File: src/rtl/rfsc_pkg.sv
// Shared definitions for the receive frame status classifier.
package rfsc_pkg;
    localparam int FLAG_W = 6;
    localparam int DA_BYTES = 6;

    // Status flags; bcast lands on bit 0, miss on bit 5.
    typedef struct packed {
        logic miss;
        logic crc;
        logic nonoct;
        logic lenv;
        logic mcast;
        logic bcast;
    } rx_stat_t;
endpackage

File: src/rtl/rfsc_len_counter.sv
// Byte counter of one frame.
// Counts accepted bytes, saturates at 2**LEN_W-1, and remembers if the
// true count went past that ceiling. It also gates forwarding of bytes
// beyond the ceiling.
// Assumes in_sof is set only together with in_vld.
module rfsc_len_counter #(
    parameter int LEN_W = 11
) (
    input  logic             clk,
    input  logic             rst_n,
    input  logic             byte_vld,
    input  logic             sof,
    output logic [LEN_W-1:0] cnt_nxt,
    output logic             ovf_nxt,
    output logic             fwd_ok
);
    localparam logic [LEN_W-1:0] CNT_MAX = {LEN_W{1'b1}};

    logic [LEN_W-1:0] cnt_q;
    logic             ovf_q;
    logic [LEN_W-1:0] base;
    logic             base_ovf;

    // Start of frame restarts the count from zero.
    always_comb begin
        base     = sof ? '0 : cnt_q;
        base_ovf = sof ? 1'b0 : ovf_q;
    end

    // Next count with saturation; overflow when a byte arrives at the ceiling.
    always_comb begin
        cnt_nxt = (base == CNT_MAX) ? CNT_MAX : base + 1'b1;
        ovf_nxt = base_ovf | (base == CNT_MAX);
        fwd_ok  = byte_vld && (base != CNT_MAX);
    end

    // Hold the count between bytes.
    always_ff @(posedge clk) begin
        if (!rst_n) begin
            cnt_q <= '0;
            ovf_q <= 1'b0;
        end else if (byte_vld) begin
            cnt_q <= cnt_nxt;
            ovf_q <= ovf_nxt;
        end
    end

    p_sat_hold_r3: assert property (@(posedge clk) disable iff (!rst_n)
        (byte_vld && !sof && cnt_q == CNT_MAX) |=> (cnt_q == CNT_MAX));

    p_drop_past_ceiling_r4: assert property (@(posedge clk) disable iff (!rst_n)
        (ovf_q && byte_vld && !sof) |-> !fwd_ok);
endmodule

File: src/rtl/rfsc_da_check.sv
// Destination address inspector.
// Tracks whether the first DA_BYTES bytes of a frame are all 0xFF.
// Also captures the group bit, which is bit 0 of the first byte.
// Assumes in_sof marks the first byte of the frame.
module rfsc_da_check
    import rfsc_pkg::*;
#(
    parameter int N_DA = DA_BYTES
) (
    input  logic       clk,
    input  logic       rst_n,
    input  logic       byte_vld,
    input  logic       sof,
    input  logic [7:0] byte_data,
    output logic       bcast_nxt,
    output logic       grp_nxt
);
    localparam int IDX_W = $clog2(N_DA + 1);
    localparam logic [IDX_W-1:0] IDX_END = IDX_W'(N_DA);

    logic [IDX_W-1:0] idx_q, idx_nxt, base_idx;
    logic             ff_q, ff_nxt, grp_q;

    // Per-byte update of the address state, restarted on start of frame.
    always_comb begin
        base_idx = sof ? '0 : idx_q;
        ff_nxt   = sof ? 1'b1 : ff_q;
        grp_nxt  = grp_q;
        idx_nxt  = base_idx;
        if (base_idx != IDX_END) begin
            ff_nxt  = ff_nxt & (byte_data == 8'hFF);
            idx_nxt = base_idx + 1'b1;
            if (base_idx == '0) grp_nxt = byte_data[0];
        end
        bcast_nxt = ff_nxt && (idx_nxt == IDX_END);
    end

    // Register the address state on each accepted byte.
    always_ff @(posedge clk) begin
        if (!rst_n) begin
            idx_q <= '0;
            ff_q  <= 1'b0;
            grp_q <= 1'b0;
        end else if (byte_vld) begin
            idx_q <= idx_nxt;
            ff_q  <= ff_nxt;
            grp_q <= grp_nxt;
        end
    end

    p_da_frozen_r1: assert property (@(posedge clk) disable iff (!rst_n)
        (byte_vld && !sof && idx_q == IDX_END) |=> ($stable(ff_q) && $stable(grp_q)));
endmodule

File: src/rtl/rx_frame_classifier.sv
// Receive frame status classifier (top).
// Builds the closing-descriptor status of a frame: broadcast, multicast,
// length violation, non-octet, CRC error and promiscuous miss, plus the
// saturated byte length. Forwards data bytes up to the length ceiling.
// Assumes in_sof/in_eof/tail_bits/crc_bad/addr_hit are meaningful only
// when in_vld is high.
module rx_frame_classifier
    import rfsc_pkg::*;
#(
    parameter int LEN_W = 11
) (
    input  logic             clk,
    input  logic             rst_n,
    input  logic             in_vld,
    input  logic             in_sof,
    input  logic             in_eof,
    input  logic [7:0]       in_data,
    input  logic [2:0]       tail_bits,
    input  logic             crc_bad,
    input  logic [LEN_W-1:0] max_len,
    input  logic             promisc_en,
    input  logic             addr_hit,
    output logic             fwd_vld,
    output logic [7:0]       fwd_data,
    output logic             stat_vld,
    output logic [FLAG_W-1:0] stat_flags,
    output logic [LEN_W-1:0] stat_len
);
    logic [LEN_W-1:0] cnt_nxt;
    logic             ovf_nxt;
    logic             bcast_nxt, grp_nxt;
    rx_stat_t         stat_q, stat_d;
    logic [LEN_W-1:0] len_q;
    logic             vld_q;
    logic             start_only, close;

    rfsc_len_counter #(.LEN_W(LEN_W)) u_len (
        .clk      (clk),
        .rst_n    (rst_n),
        .byte_vld (in_vld),
        .sof      (in_sof),
        .cnt_nxt  (cnt_nxt),
        .ovf_nxt  (ovf_nxt),
        .fwd_ok   (fwd_vld)
    );

    rfsc_da_check #(.N_DA(DA_BYTES)) u_da (
        .clk       (clk),
        .rst_n     (rst_n),
        .byte_vld  (in_vld),
        .sof       (in_sof),
        .byte_data (in_data),
        .bcast_nxt (bcast_nxt),
        .grp_nxt   (grp_nxt)
    );

    assign fwd_data = in_data;

    // Decode end and start events of the current byte.
    always_comb begin
        close      = in_vld && in_eof;
        start_only = in_vld && in_sof && !in_eof;
    end

    // Combine the dependent flag rules for the closing descriptor.
    always_comb begin
        stat_d.bcast  = bcast_nxt;
        stat_d.mcast  = grp_nxt && !bcast_nxt;
        stat_d.lenv   = ovf_nxt || (cnt_nxt > max_len);
        stat_d.nonoct = crc_bad && (tail_bits != 3'd0);
        stat_d.crc    = crc_bad && (tail_bits == 3'd0);
        stat_d.miss   = promisc_en && !addr_hit;
    end

    // Latch status at end of frame, clear it at start of frame.
    always_ff @(posedge clk) begin
        if (!rst_n) begin
            stat_q <= '0;
            len_q  <= '0;
            vld_q  <= 1'b0;
        end else begin
            vld_q <= close;
            if (close) begin
                stat_q <= stat_d;
                len_q  <= cnt_nxt;
            end else if (start_only) begin
                stat_q <= '0;
                len_q  <= '0;
            end
        end
    end

    assign stat_vld   = vld_q;
    assign stat_flags = stat_q;
    assign stat_len   = len_q;

    p_mc_not_bc_r2: assert property (@(posedge clk) disable iff (!rst_n)
        stat_flags[1] |-> !stat_flags[0]);

    p_nonoct_not_crc_r6: assert property (@(posedge clk) disable iff (!rst_n)
        stat_flags[3] |-> !stat_flags[4]);

    p_hit_no_miss_r7: assert property (@(posedge clk) disable iff (!rst_n)
        (close && addr_hit) |=> !stat_flags[5]);

    p_pulse_r8: assert property (@(posedge clk) disable iff (!rst_n)
        (stat_vld && !close) |=> !stat_vld);

    p_clear_on_start_r9: assert property (@(posedge clk) disable iff (!rst_n)
        start_only |=> (stat_flags == '0 && stat_len == '0 && !stat_vld));
endmodule

File: config.mk
export PLATFORM = sky130hd
export DESIGN_NAME = rx_frame_classifier
export DESIGN_NICKNAME = d
export VERILOG_FILES = /design/src/rtl/rfsc_pkg.sv /design/src/rtl/rfsc_len_counter.sv /design/src/rtl/rfsc_da_check.sv /design/src/rtl/rx_frame_classifier.sv
export SDC_FILE = /design/constraint.sdc
export NUM_CORES = 1
export LEC_CHECK = 0
export ABC_CLOCK_PERIOD_IN_PS = 3550
export BUFFER_PORTS_ARGS = -buffer_cell sky130_fd_sc_hd__buf_2
export CAP_MARGIN = 20
export CORE_MARGIN = 2
export CORE_UTILIZATION = 30
export DETAILED_ROUTE_END_ITERATION = 8
export GPL_ROUTABILITY_DRIVEN = 0
export PLACE_DENSITY = 0.55
export SLEW_MARGIN = 40
export SYNTH_ARGS = -nofsm -noshare
export SYNTH_HDL_FRONTEND = slang
export SYNTH_SLANG_ARGS = --single-unit
File: constraint.sdc
create_clock -name clk -period 3.55 [get_ports clk]
set_clock_uncertainty 0.2 [all_clocks]
set_input_delay 0.71 -clock clk [delete_from_list [all_inputs] [get_ports clk]]
set_output_delay 0.71 -clock clk [all_outputs]
set_load 0.01 [all_outputs]
==> summary.txt <==
Outcome
  • Status: finished clean

Global route
  • Met1 GRT Util: 18.1%
  • First-pass GRT wire length: ~8000 µm
  • GRT overflow: 0
  • Largest net degree at the start of global routing: 24
  • Total GRT Usage: 13.3%
  • Antenna violations before repair: 0
  • Top Usage Layer GRT: met2
  • Met2 Usage GRT: 21.0%
  • Number of global-route vias before repair: approximately 1,700
  • Met3 Resource Use GR: 2.56%

Placed design
  • Dpl ws: 88.1 ps
  • Post-DP HPWL: 3840 µm
  • I/O Buffers: 56

Setup path
  • CP Data Required Time: between 2000 and 3000 ps
  • Crit Reg-Reg Endpoint: stat_flags[2]$_SDFFE_PN0P_
  • R2R Path Start: u_len.cnt_q[0]$_SDFFE_PN0P_
  • Max FO, Critical Path: 16
  • Worst setup SP type: input pin
  • Worst EP arrival: between 2000 and 2500 ps
  • Flop2flop setup slack: just over 600 ps
  • CP endpoint kind: output port
  • Worst Reg-to-Reg Cells: 10
  • Critical path class: in -> out

Timing
  • Max-slew headroom: 58.4%
  • Final setup slack of the worst path: 298 ps
  • Setup violations, final: 0
  • Ratio of final minimum period to clock period: 91.6%
  • Final hold viol count: 0
  • Slew @ Worst Pin: 624 ps
  • Pins Over Slew Limit: 0
  • Fmax: 308 MHz
  • Post-route minimum period: about 3300 ps
  • Final TNS setup: 0 ps
  • Unrepaired setup endpoints after global routing: no
  • Fin Hold WS: 249 ps

Synthesis
  • Synth Instances: 253
  • Avg Inst Size Synth: 8.27 µm²
  • Most area-consuming cells after synthesis: dfxtp_1, ha_1, nand2_1
  • Syn nets: 298
  • Largest area contributor in the netlist: dfxtp_1
  • Most frequent cell after synthesis: dfxtp_1
  • Most instantiated cells after synthesis: dfxtp_1, nand2_1, inv_1
  • Ys async rst share: 0%
  • Synthesis Warnings: 0
  • Netlist cell types: 55
  • Most used DFF post-synth: dfxtp_1
  • EDFF count, synth: 0
  • Top-area cell type share of the netlist area: 33.5%
  • Register bit total from synthesis: 35
  • Synthesized area: 0.00209 mm²
  • Sequential element share of the synthesized area: 33.5%

Die
  • Cell Rows: 30
  • Core ar.: roughly 0.0068 mm²
  • Starting density of the core: 31.0%
  • Die width: 87.5 µm
  • Die area: between 0.007 and 0.008 mm²
  • # IOs: 57
  • Height of the die: approximately 90 µm

Pwr
  • Worst vdd ir: 0.132 mV
  • P per Cell Area: 341 mW/mm²
  • P_leak: 1.24 nW
  • Overall Power: 0.871 mW

Drt
  • Vias per inst: between 5 and 6
  • Post-DRT Antenna Nets: 0
  • Number of DRC markers in iteration 0: just over 80
  • Avg WL per Cell: 13.2 µm
  • Total Wirelength: 5090 µm
  • Residual DRC: 0
  • Number of iterations in the first detailed-routing pass: 4
  • Via count: 1,930

Clock network
  • Skew-Pair Late Insertion Delay: 290 ps
  • Reg clk slew, reported paths: 70 ps
  • CTS Hold Bufs: 0
  • Number of H-tree levels: 2
  • CTS Buf Count: 5
  • Clock Tree Root: clkbuf_8
  • Post-CTS Setup Inserts: 0
  • Clock buffer depth: 2
  • CTS sink cnt: 35
  • CTS tree: done
  • Cts repair resizes: 0

Finish
  • Final Net Count: 349
  • Antenna cell count: 0
  • Area growth syn-to-layout: 22.1%
  • Fill count: 711
  • Share of cells above drive strength 1: 27.9%

Hold path
  • Worst Min Path Start: stat_len[1]$_SDFFE_PN0P_
  • Hold WC Path Type: reg -> reg
  • Hold path cells: 2
  • Worst hold endpoint: stat_len[1]$_SDFFE_PN0P_

Flow run
  • Max cap viols: 0
-- worst max-delay path: stages --
cell,delay [ps]
buf_2,200
nor2b_1,190
ha_2,230
nand3_4,120
nor4_4,460
buf_4,200
nor2_1,60
buf_2,160
-- where the power goes --
| group | switching, mW | total, mW | internal (mW) | leakage, nW |
|---|---|---|---|---|
| logic | 0.0580 | 0.101 | 0.0426 | 0.899 |
| registers | 0.00505 | 0.405 | 0.400 | 0.284 |
| clock network | 0.156 | 0.365 | 0.209 | 0.0581 |
-- through the flow --
step	cell area, µm²	std cells	utilization, %
2_1_floorplan	2130	253	-
3_3_place_gp	2440	377	36.1
3_5_place_dp	2440	377	36.1
4_1_cts	2550	385	37.8
5_1_grt	2550	385	37.8
6_report	2550	385	37.8
-- logic make-up after synthesis --
family	synth area share (%)
compound gates	20.5
xor+xnor	1.67
fa+ha+maj	8.97
buf+inv	8.85
flops	33.5
mux	2.99
simple gates	23.6
-- worst max path at each step --
stage / start / endpoint / slack (ps) / cells after the start
global route: in_sof / stat_flags[2]$_SDFFE_PN0P_ / 150 / 10
floorplan: in_sof / stat_flags[2]$_SDFFE_PN0P_ / 20 / 15
detailed placement: in_sof / stat_flags[2]$_SDFFE_PN0P_ / 90 / 11
finish: in_sof / fwd_vld / 300 / 8
global placement: in_sof / stat_flags[2]$_SDFFE_PN0P_ / 120 / 11
CTS: in_sof / fwd_vld / 290 / 8
-- area by class of cell --
type	instances	area (µm²)	area share, %
well taps	80	100	3.92
multi-input cells	178	1220	48.0
flip-flops and latches	35	701	27.4
repair buffers	64	340	13.3
inverters	20	75.1	2.94
clock inverters	3	43.8	1.71
clock buffers	5	68.8	2.69
-- per-layer routing --
layer / vias up / routed length [µm] / part of all wire (%)
met2: 40 / 2290 / 45
met4: 0 / 44 / 0.86
met3: 5 / 217 / 4.3
li1: 995 / - / -
met1: 890 / 2540 / 50
met5: - / 0 / 0
-- cells in the final DEF (no fill, tap or decap), types with 2 or more instances in the layout --
master     count
buf_2         56
dfxtp_1       35
nand2_1       28
inv_1         19
o21ai_0       15
ha_1          14
nor2_1        12
nand3_1       10
a21oi_1       10
nor2b_1        9
buf_4          8
clkbuf_8       5
nand3b_1       4
o21a_1         4
nand2b_1       4
mux2i_1        4
nand4_1        4
o21ai_1        4
nor3_1         3
o31ai_1        3
a32o_1         3
a22o_1         3
xnor2_1        2
xor2_1         2
a21o_1         2
a2111oi_0      2
nor4_1         2
a211oi_1       2
and3b_1        2
mux2_2         2
and3_1         2
o211ai_1       2
o22ai_1        2
-- state kept, by name (all words and copies together) (netlist names) --
| register | flops |
|---|---|
| stat_len | 11 |
| u_len.cnt_q | 11 |
| stat_flags | 6 |
| u_da.idx_q | 3 |
| stat_vld | 1 |
| u_da.ff_q | 1 |
| u_da.grp_q | 1 |
| u_len.ovf_q | 1 |
No activity file was read; power rests on OpenSTA's default activity.
